File: config.mk
export PLATFORM = sky130hd
export DESIGN_NAME = tlb_walker
export DESIGN_NICKNAME = d
export VERILOG_FILES = /design/src/rtl/tlbw_pkg.sv /design/src/rtl/tlbw_cam.sv /design/src/rtl/tlbw_victim.sv /design/src/rtl/tlbw_walk.sv /design/src/rtl/tlb_walker.sv
export SDC_FILE = /design/constraint.sdc
export NUM_CORES = 1
export LEC_CHECK = 0
export ABC_AREA = 1
export BUFFER_PORTS_ARGS = -buffer_cell sky130_fd_sc_hd__buf_4
export CORE_ASPECT_RATIO = 0.6
export CORE_MARGIN = 1.5
export CORE_UTILIZATION = 53
export CTS_CLUSTER_SIZE = 8
export DETAILED_ROUTE_END_ITERATION = 10
export GPL_TIMING_DRIVEN = 0
export PLACE_DENSITY_LB_ADDON = 0.3
export SKIP_CTS_REPAIR_TIMING = 1
export SYNTH_ARGS = -nofsm -noshare
export SYNTH_HDL_FRONTEND = slang
export SYNTH_SLANG_ARGS = --single-unit
File: constraint.sdc
create_clock -name clk -period 2.11 [get_ports clk]
set_input_delay 0.211 -clock clk [delete_from_list [all_inputs] [get_ports clk]]
set_output_delay 0.211 -clock clk [all_outputs]
set_load 0.01 [all_outputs]
File: src/rtl/tlbw_pkg.sv
package tlbw_pkg;
  typedef enum logic [1:0] {
    W_IDLE  = 2'd0,
    W_MREQ  = 2'd1,
    W_MWAIT = 2'd2,
    W_RESP  = 2'd3
  } walk_st_e;
endpackage

File: src/rtl/tlbw_cam.sv
// Fully associative page/frame store with a parallel compare on every slot.
module tlbw_cam #(
  parameter int N     = 4,
  parameter int VPN_W = 8,
  parameter int PFN_W = 6,
  parameter int IDX_W = 2
) (
  input  logic             clk,
  input  logic             rst_n,
  input  logic             flush,
  input  logic [VPN_W-1:0] lk_vpn,
  output logic [N-1:0]     match_vec,
  output logic             hit,
  output logic [PFN_W-1:0] hit_pfn,
  input  logic             wr_en,
  input  logic [IDX_W-1:0] wr_idx,
  input  logic [VPN_W-1:0] wr_vpn,
  input  logic [PFN_W-1:0] wr_pfn,
  input  logic             wr_pin,
  output logic [N-1:0]     valid_vec,
  output logic [N-1:0]     wired_vec
);
  logic [VPN_W-1:0] tag_q [N];
  logic [PFN_W-1:0] pfn_q [N];
  logic [N-1:0]     valid_q;
  logic [N-1:0]     wired_q;

  for (genvar g = 0; g < N; g++) begin : g_slot
    logic wr_here;
    assign wr_here = wr_en && (wr_idx == IDX_W'(g));

    always_ff @(posedge clk or negedge rst_n) begin
      if (!rst_n) begin
        valid_q[g] <= 1'b0;
        wired_q[g] <= 1'b0;
        tag_q[g]   <= '0;
        pfn_q[g]   <= '0;
      end else if (wr_here) begin
        // a slot written in the same cycle as a flush keeps its new pair
        valid_q[g] <= 1'b1;
        wired_q[g] <= wr_pin;
        tag_q[g]   <= wr_vpn;
        pfn_q[g]   <= wr_pfn;
      end else if (flush && !wired_q[g]) begin
        valid_q[g] <= 1'b0;
      end
    end

    assign match_vec[g] = valid_q[g] && (tag_q[g] == lk_vpn);
  end

  always_comb begin
    hit_pfn = '0;
    for (int i = 0; i < N; i++) begin
      if (match_vec[i]) hit_pfn = hit_pfn | pfn_q[i];
    end
  end

  assign hit       = |match_vec;
  assign valid_vec = valid_q;
  assign wired_vec = wired_q;
endmodule

File: src/rtl/tlbw_victim.sv
// Slot choice for a fill: lowest empty slot, else round robin over unpinned slots.
module tlbw_victim #(
  parameter int N     = 4,
  parameter int IDX_W = 2
) (
  input  logic             clk,
  input  logic             rst_n,
  input  logic [N-1:0]     valid_vec,
  input  logic [N-1:0]     wired_vec,
  input  logic             adv,
  output logic [IDX_W-1:0] vic_idx,
  output logic             vic_ok,
  output logic             vic_evict
);
  logic [IDX_W-1:0] rr_q;
  logic [IDX_W-1:0] free_idx, rr_idx, cand;
  logic             free_ok, rr_ok;

  always_comb begin
    free_ok  = 1'b0;
    free_idx = '0;
    for (int i = N - 1; i >= 0; i--) begin
      if (!valid_vec[i]) begin
        free_ok  = 1'b1;
        free_idx = IDX_W'(i);
      end
    end
  end

  always_comb begin
    rr_ok  = 1'b0;
    rr_idx = '0;
    cand   = '0;
    for (int k = N - 1; k >= 0; k--) begin
      cand = rr_q + IDX_W'(k);
      if (!wired_vec[cand]) begin
        rr_ok  = 1'b1;
        rr_idx = cand;
      end
    end
  end

  assign vic_idx   = free_ok ? free_idx : rr_idx;
  assign vic_ok    = free_ok || rr_ok;
  assign vic_evict = !free_ok && rr_ok;

  always_ff @(posedge clk or negedge rst_n) begin
    if (!rst_n) rr_q <= '0;
    else if (adv && vic_evict) rr_q <= rr_idx + IDX_W'(1);
  end
endmodule

File: src/rtl/tlbw_walk.sv
// Lookup sequencer: hit answer, page-table read, fault decision, fill request.
module tlbw_walk
  import tlbw_pkg::*;
#(
  parameter int VPN_W     = 8,
  parameter int PFN_W     = 6,
  parameter int OFF_W     = 4,
  parameter int MA_W      = 16,
  parameter int PTE_BYTES = 4
) (
  input  logic                   clk,
  input  logic                   rst_n,
  input  logic [MA_W-1:0]        pt_base,
  input  logic                   req_valid,
  output logic                   req_ready,
  input  logic [VPN_W-1:0]       req_vpn,
  input  logic [OFF_W-1:0]       req_off,
  input  logic                   req_pin,
  input  logic                   lk_hit,
  input  logic [PFN_W-1:0]       lk_pfn,
  output logic                   rsp_valid,
  input  logic                   rsp_ready,
  output logic [PFN_W+OFF_W-1:0] rsp_paddr,
  output logic                   rsp_fault,
  output logic                   rsp_hit,
  output logic                   mem_req_valid,
  input  logic                   mem_req_ready,
  output logic [MA_W-1:0]        mem_addr,
  input  logic                   mem_rsp_valid,
  input  logic [PFN_W:0]         mem_rsp_data,
  output logic                   fill_en,
  output logic [VPN_W-1:0]       fill_vpn,
  output logic [PFN_W-1:0]       fill_pfn,
  output logic                   fill_pin
);
  localparam int SH = $clog2(PTE_BYTES);

  walk_st_e                st_q;
  logic [VPN_W-1:0]        vpn_q;
  logic [OFF_W-1:0]        off_q;
  logic                    pin_q;
  logic [PFN_W+OFF_W-1:0]  pa_q;
  logic                    fault_q, hit_q;
  logic                    pte_ok;

  assign pte_ok = mem_rsp_data[PFN_W];

  always_ff @(posedge clk or negedge rst_n) begin
    if (!rst_n) begin
      st_q    <= W_IDLE;
      vpn_q   <= '0;
      off_q   <= '0;
      pin_q   <= 1'b0;
      pa_q    <= '0;
      fault_q <= 1'b0;
      hit_q   <= 1'b0;
    end else begin
      unique case (st_q)
        W_IDLE: if (req_valid) begin
          vpn_q <= req_vpn;
          off_q <= req_off;
          pin_q <= req_pin;
          if (lk_hit) begin
            pa_q    <= {lk_pfn, req_off};
            fault_q <= 1'b0;
            hit_q   <= 1'b1;
            st_q    <= W_RESP;
          end else begin
            st_q <= W_MREQ;
          end
        end
        W_MREQ: if (mem_req_ready) st_q <= W_MWAIT;
        W_MWAIT: if (mem_rsp_valid) begin
          hit_q   <= 1'b0;
          fault_q <= !pte_ok;
          pa_q    <= pte_ok ? {mem_rsp_data[PFN_W-1:0], off_q} : '0;
          st_q    <= W_RESP;
        end
        W_RESP: if (rsp_ready) st_q <= W_IDLE;
        default: st_q <= W_IDLE;
      endcase
    end
  end

  assign req_ready     = (st_q == W_IDLE);
  assign rsp_valid     = (st_q == W_RESP);
  assign rsp_paddr     = pa_q;
  assign rsp_fault     = fault_q;
  assign rsp_hit       = hit_q;
  assign mem_req_valid = (st_q == W_MREQ);
  assign mem_addr      = pt_base + (MA_W'(vpn_q) << SH);
  assign fill_en       = (st_q == W_MWAIT) && mem_rsp_valid && pte_ok;
  assign fill_vpn      = vpn_q;
  assign fill_pfn      = mem_rsp_data[PFN_W-1:0];
  assign fill_pin      = pin_q;
endmodule

File: src/rtl/tlb_walker.sv
module tlb_walker #(
  parameter int ENTRIES   = 4,
  parameter int VPN_W     = 8,
  parameter int PFN_W     = 6,
  parameter int OFF_W     = 4,
  parameter int MA_W      = 16,
  parameter int PTE_BYTES = 4
) (
  input  logic                   clk,
  input  logic                   rst_n,
  input  logic                   flush,
  input  logic [MA_W-1:0]        pt_base,
  input  logic                   req_valid,
  output logic                   req_ready,
  input  logic [VPN_W-1:0]       req_vpn,
  input  logic [OFF_W-1:0]       req_off,
  input  logic                   req_pin,
  output logic                   rsp_valid,
  input  logic                   rsp_ready,
  output logic [PFN_W+OFF_W-1:0] rsp_paddr,
  output logic                   rsp_fault,
  output logic                   rsp_hit,
  output logic                   mem_req_valid,
  input  logic                   mem_req_ready,
  output logic [MA_W-1:0]        mem_addr,
  input  logic                   mem_rsp_valid,
  input  logic [PFN_W:0]         mem_rsp_data
);
  localparam int IDX_W = $clog2(ENTRIES);

  logic [ENTRIES-1:0] cam_match, valid_vec, wired_vec;
  logic               lk_hit;
  logic [PFN_W-1:0]   lk_pfn;
  logic               fill_en, fill_pin, vic_ok, vic_evict;
  logic [VPN_W-1:0]   fill_vpn;
  logic [PFN_W-1:0]   fill_pfn;
  logic [IDX_W-1:0]   vic_idx;

  tlbw_cam #(.N(ENTRIES), .VPN_W(VPN_W), .PFN_W(PFN_W), .IDX_W(IDX_W)) u_cam (
    .clk(clk), .rst_n(rst_n), .flush(flush),
    .lk_vpn(req_vpn), .match_vec(cam_match), .hit(lk_hit), .hit_pfn(lk_pfn),
    .wr_en(fill_en && vic_ok), .wr_idx(vic_idx), .wr_vpn(fill_vpn),
    .wr_pfn(fill_pfn), .wr_pin(fill_pin),
    .valid_vec(valid_vec), .wired_vec(wired_vec)
  );

  tlbw_victim #(.N(ENTRIES), .IDX_W(IDX_W)) u_vic (
    .clk(clk), .rst_n(rst_n), .valid_vec(valid_vec), .wired_vec(wired_vec),
    .adv(fill_en), .vic_idx(vic_idx), .vic_ok(vic_ok), .vic_evict(vic_evict)
  );

  tlbw_walk #(.VPN_W(VPN_W), .PFN_W(PFN_W), .OFF_W(OFF_W), .MA_W(MA_W),
              .PTE_BYTES(PTE_BYTES)) u_walk (
    .clk(clk), .rst_n(rst_n), .pt_base(pt_base),
    .req_valid(req_valid), .req_ready(req_ready), .req_vpn(req_vpn),
    .req_off(req_off), .req_pin(req_pin), .lk_hit(lk_hit), .lk_pfn(lk_pfn),
    .rsp_valid(rsp_valid), .rsp_ready(rsp_ready), .rsp_paddr(rsp_paddr),
    .rsp_fault(rsp_fault), .rsp_hit(rsp_hit),
    .mem_req_valid(mem_req_valid), .mem_req_ready(mem_req_ready),
    .mem_addr(mem_addr), .mem_rsp_valid(mem_rsp_valid),
    .mem_rsp_data(mem_rsp_data),
    .fill_en(fill_en), .fill_vpn(fill_vpn), .fill_pfn(fill_pfn),
    .fill_pin(fill_pin)
  );
endmodule

Word-level counts from Yosys, hierarchy flattened
Cells that the tools add are included.
W data, S select, Z words.
Operators by class
  $add $sub $neg: 5
  order comparisons: 4
  equality and inequality tests: 15
  multiplexer cells: 56
  bitwise operators: 3
  reduce and logical (&&, ||, !) cells: 35
Operator list (count)
  $mux W10: 4
  $eq A8 B8 Y1: 4
  $mux W2: 14
  $mux W1: 26
  $mux W6: 4
  $pmux W10 S2: 1
  $or A6 B6 Y6: 3
  $logic_and A1 B1 Y1: 17
  $add A16 B10 Y16: 1
  $lt A2 B3 Y1 const B: 4
  $reduce_bool A2 Y1: 5
  $bmux W1 S2: 4
  $eq A2 B2 Y1 const B: 4
  $pmux W2 S4: 1
  $reduce_and A4 Y1: 2
  $logic_not A1 Y1: 6
  $ne A2 B1 Y1 const B: 3
  $add A2 B1 Y2 const B: 2
  $add A2 B2 Y2 const B: 2
  $eq A2 B1 Y1 const B: 2
  $logic_not A2 Y1: 2
  $ne A2 B2 Y1 const B: 2
  $pmux W1 S2: 2
  $reduce_or A4 Y1: 1
  other kinds (2): 2
Storage, ports and cells
  bits in registers: 93
  input port bits: 43
  output and inout port bits: 31
  logic and storage cells: 142

Longest topological paths before layout
  depth in word-level cells: 12
  gate-level depth with buffers: 15
  gate-level depth less buffers: 13

By module
A second synthesis with hierarchy kept.
Unflattened totals
  cells, all modules: 765
  area, all modules: 5524.0 um^2
By module, submodules not included
  tlbw_cam: instances 1, cells each 424, area each 3188.1 um^2, seq. area each 1601.5 um^2
  tlbw_walk: instances 1, cells each 258, area each 1920.6 um^2, seq. area each 675.6 um^2
  tlbw_victim: instances 1, cells each 81, area each 407.9 um^2, seq. area each 50.0 um^2
  tlb_walker: instances 1, cells each 2, area each 7.5 um^2, seq. area each 0.0 um^2

Worst setup path before layout
No wires, ideal clock.
  path kind: register to output
  start point: register u_walk.vpn_q[0], in the netlist u_walk.fill_vpn[0]
  end point: output mem_addr[14]
  data arrival time: 2105 ps
  required time: 1899 ps
  slack: -206 ps
  stages on the path, launching flop included: 9
  buffers on the path: 0
  cell sequence: dfrtp_1 > ha_1 > inv_1 > fa_1 > o21ai_0 > a21oi_1 > o21ai_0 > nand4_1 > xnor2_1
Between the ends
  longest elaborated chain between the ends: 1
Ends and longest elaborated chain
  from (decl): line tlbw_walk.sv:39  | logic [VPN_W-1:0] vpn_q;
  from (signal assigned): line tlbw_walk.sv:60  | vpn_q <= req_vpn;
  $add A16 B10 Y16: line tlbw_walk.sv:91  | assign mem_addr = pt_base + (MA_W'(vpn_q) << SH);
  to (decl): line tlb_walker.sv:25  | output logic [MA_W-1:0] mem_addr,
Every way passes these cells.

Final worst setup path
Same ends and word-level chain as after synthesis.

==> flow_summary.toml <==
[status]
status = "finished with violations"
violations = "negative setup slack"

[drt]
drt_wl_total_mm = 18.83
drt-vias-per-instance = 6.005
drt_first_pass_iters = 6
drt_iter0_markers = 1137
wl_per_cell_um = 18.46
drc = 0
vias = 6125
drtAntennaViolNets = 0

[timing]
fin_crit_ps = 2550
fmax_mhz = 392.2
setup_violations = 8
max_slew_margin_pct = 19.35
finalClockSkew_ps = 7.907
setup_slack_ps = -439.8
finalSetupTns_ps = -1770
whs_ps = 69.77
worstMarginPinSlew_ps = 1210
rsz0062_at_grt = "true"
hold_viol = 0
fin_crit_sh_pct = 120.8
slew_violations = 0

[placed_design]
dp_hpwl_mm = 12.70
port_buffers = 70
gp_routability_congestion = 0.9240
dp.cells = 973

[clock_network]
clk_pin_slew_ps = 70
cts_root_buf = "clkbuf_16"
cts_tree = "yes"
cts_buffer_depth = 2
cts.sinks = 93
numCtsBuffers = 9
clk_latency_ps = 360
cts_htree_levels = 3

[final_layout]
drive_gt1_share_pct = 24.97
fillers = 746
multi_input_area_um2 = 3057
regArea_um2 = 2337
fin_cells = 1020
synthToLayoutAreaGrowth_pct = 27.23
diodes = 0
fin_nets = 936
final_core_util_pct = 70.82

[global_route]
overflow = 0
grt_start_max_net_pins = 94
grt_use_total_pct = 31.95
grt_pass1_vias = 5230
antenna_found_initial = 0
grt_first_pass_wirelength_mm = 26.78

[critical_path]
rr_startpoint = "u_vic.rr_q[0]"
reg2reg_depth = 13
cp_data_required_time_ps = 1900
timing.rr.end = "u_cam.pfn_q[21]"
crit_type = "flip-flop to output pin"
cp.arrival_ps = 2340
rrSetupSlack_ps = 30
cp_max_fo = 3
start_kind = "flip-flop"
end_kind = "output pin"

[logic_synthesis]
synth.cell_area_um2 = 5597
avgSynthCellArea_um2 = 7.287
synth_nets = 824
yosys_register_bits = 93
yosysUniqueCellTypes = 35
seq_area_frac_synth_pct = 41.58
synthCells = 768
yosys_warnings = 0

[floorplan]
die_x_um = 135.7
row_count = 28
core_area_um2 = 10050
die_h_um = 82.60
die_area_um2 = 11200
start_util_pct = 55.66
pin_count = 74

[pwr]
p_leak_nw = 3.735
peakVddDrop_v = 0.0008035
p_total_mw = 8.324
power.density_nw_per_um2 = 1169

[worst_hold_path]
worstHoldPathType = "input pin to async pin"

[job]
max_cap_viol_count = 0
[final cells by class]
class | count | area share [%]
tap | 135 | 2.372
sequential | 93 | 32.82
inverter | 74 | 3.971
clock inverter | 6 | 0.9664
multi-input combinational | 571 | 42.93
timing repair buffer | 101 | 10.70
clock buffer | 10 | 3.356
buffer | 30 | 2.882
[state kept, by name, indices dropped and copies added, names as in the netlist]
signal,count
u_walk.st_q,2
u_walk.fill_pin,1
u_cam.wired_vec,4
u_vic.rr_q,2
u_cam.tag_q,32
u_cam.pfn_q,24
u_cam.valid_vec,4
u_walk.rsp_fault,1
u_walk.rsp_paddr,10
u_walk.rsp_hit,1
u_walk.off_q,4
u_walk.fill_vpn,8
[cells by family after synthesis]
family                     synth area share, %
AOI/OAI and AO/OA                        5.500
xor gates and xnor gates                 2.817
adders and majority gates                3.040
buffers and inverters                    8.361
DFF                                      41.58
muxes                                   0.2012
and+or+nand+nor                          38.50
[metrics by stage]
| step | worst slack [ps] | cell area, um2 |
|---|---|---|
| detailed placement | -374.8 | 6307 |
| floorplan | 17.10 | 5613 |
| global placement | -354.8 | 6307 |
| global route | -526.3 | 7121 |
| CTS | -779.2 | 6615 |
| finish | -439.8 | 7121 |
[cells in the final DEF (no fill, tap or decap), types with 8 or more instances in the layout]
master and count:
a21oi_1 10, inv_2 12, clkbuf_16 9, buf_2 14
dfrtp_1 85, o21ai_0 26, dfrtp_2 8, nor2_1 33
inv_1 60, nand3_1 36, xor2_1 8, nand4_1 69
buf_4 105, ha_4 8, nand2_1 314
[synthesized netlist by cell type]
master	instances	area, um2
a21o_1	1	7.510
a21oi_1	16	80.08
a21oi_4	1	16.27
a221oi_1	1	8.760
buf_2	18	90.09
buf_4	4	30.03
buf_6	5	56.30
clkbuf_1	3	11.26
dfrtp_1	93	2327
fa_1	1	20.02
ha_1	12	150.1
inv_1	63	236.5
inv_2	10	37.54
inv_4	1	6.260
mux2_2	1	11.26
nand2_1	317	1190
nand2_2	5	31.28
nand2_4	2	22.52
nand3_1	37	185.2
nand3_2	1	10.01
nand3_4	2	35.03
nand4_1	69	431.7
nand4_4	2	42.54
nor2_1	38	142.6
nor2_2	6	37.54
nor3b_1	1	7.510
o211ai_1	2	15.01
o21ai_0	30	150.1
o21ai_1	3	15.01
o21ai_2	1	8.760
o22ai_1	1	6.260
or2_0	1	6.260
or2_2	2	12.51
xnor2_1	9	78.83
xor2_1	9	78.83
[worst max-delay path by stage]
stage	startpoint	endpoint	slack [ps]	cells past startpoint
floorplan	u_walk.fill_vpn[0]	mem_addr[14]	20	8
global placement	u_walk.fill_vpn[0]	mem_addr[14]	-350	9
detailed placement	u_walk.fill_vpn[0]	mem_addr[14]	-370	9
CTS	u_walk.fill_vpn[0]	mem_addr[14]	-780	9
global route	u_walk.fill_vpn[0]	mem_addr[14]	-530	9
finish	u_walk.fill_vpn[0]	mem_addr[14]	-440	9
[routing by layer]
| layer | GRT usage, % | wire length (um) |
|---|---|---|
| met5 | 0 | 0 |
| met1 | 45.34 | 7482 |
| met2 | 46.90 | 8193 |
| met3 | 10.62 | 2645 |
| met4 | 8.172 | 509 |
[where the power goes]
part	internal [mW]	switching, mW
clock	0.965	0.752
combinational	1.66	2.26
sequential	2.28	0.404
[critical path, stage by stage, from the launching register on]
cell	delay, ps
dfrtp_2	410
ha_4	170
inv_4	40
fa_2	440
o21ai_4	210
a21oi_4	90
o21ai_2	170
nand4_1	160
xnor2_2	160
buf_4	140
(Power assumes the default switching activity.)
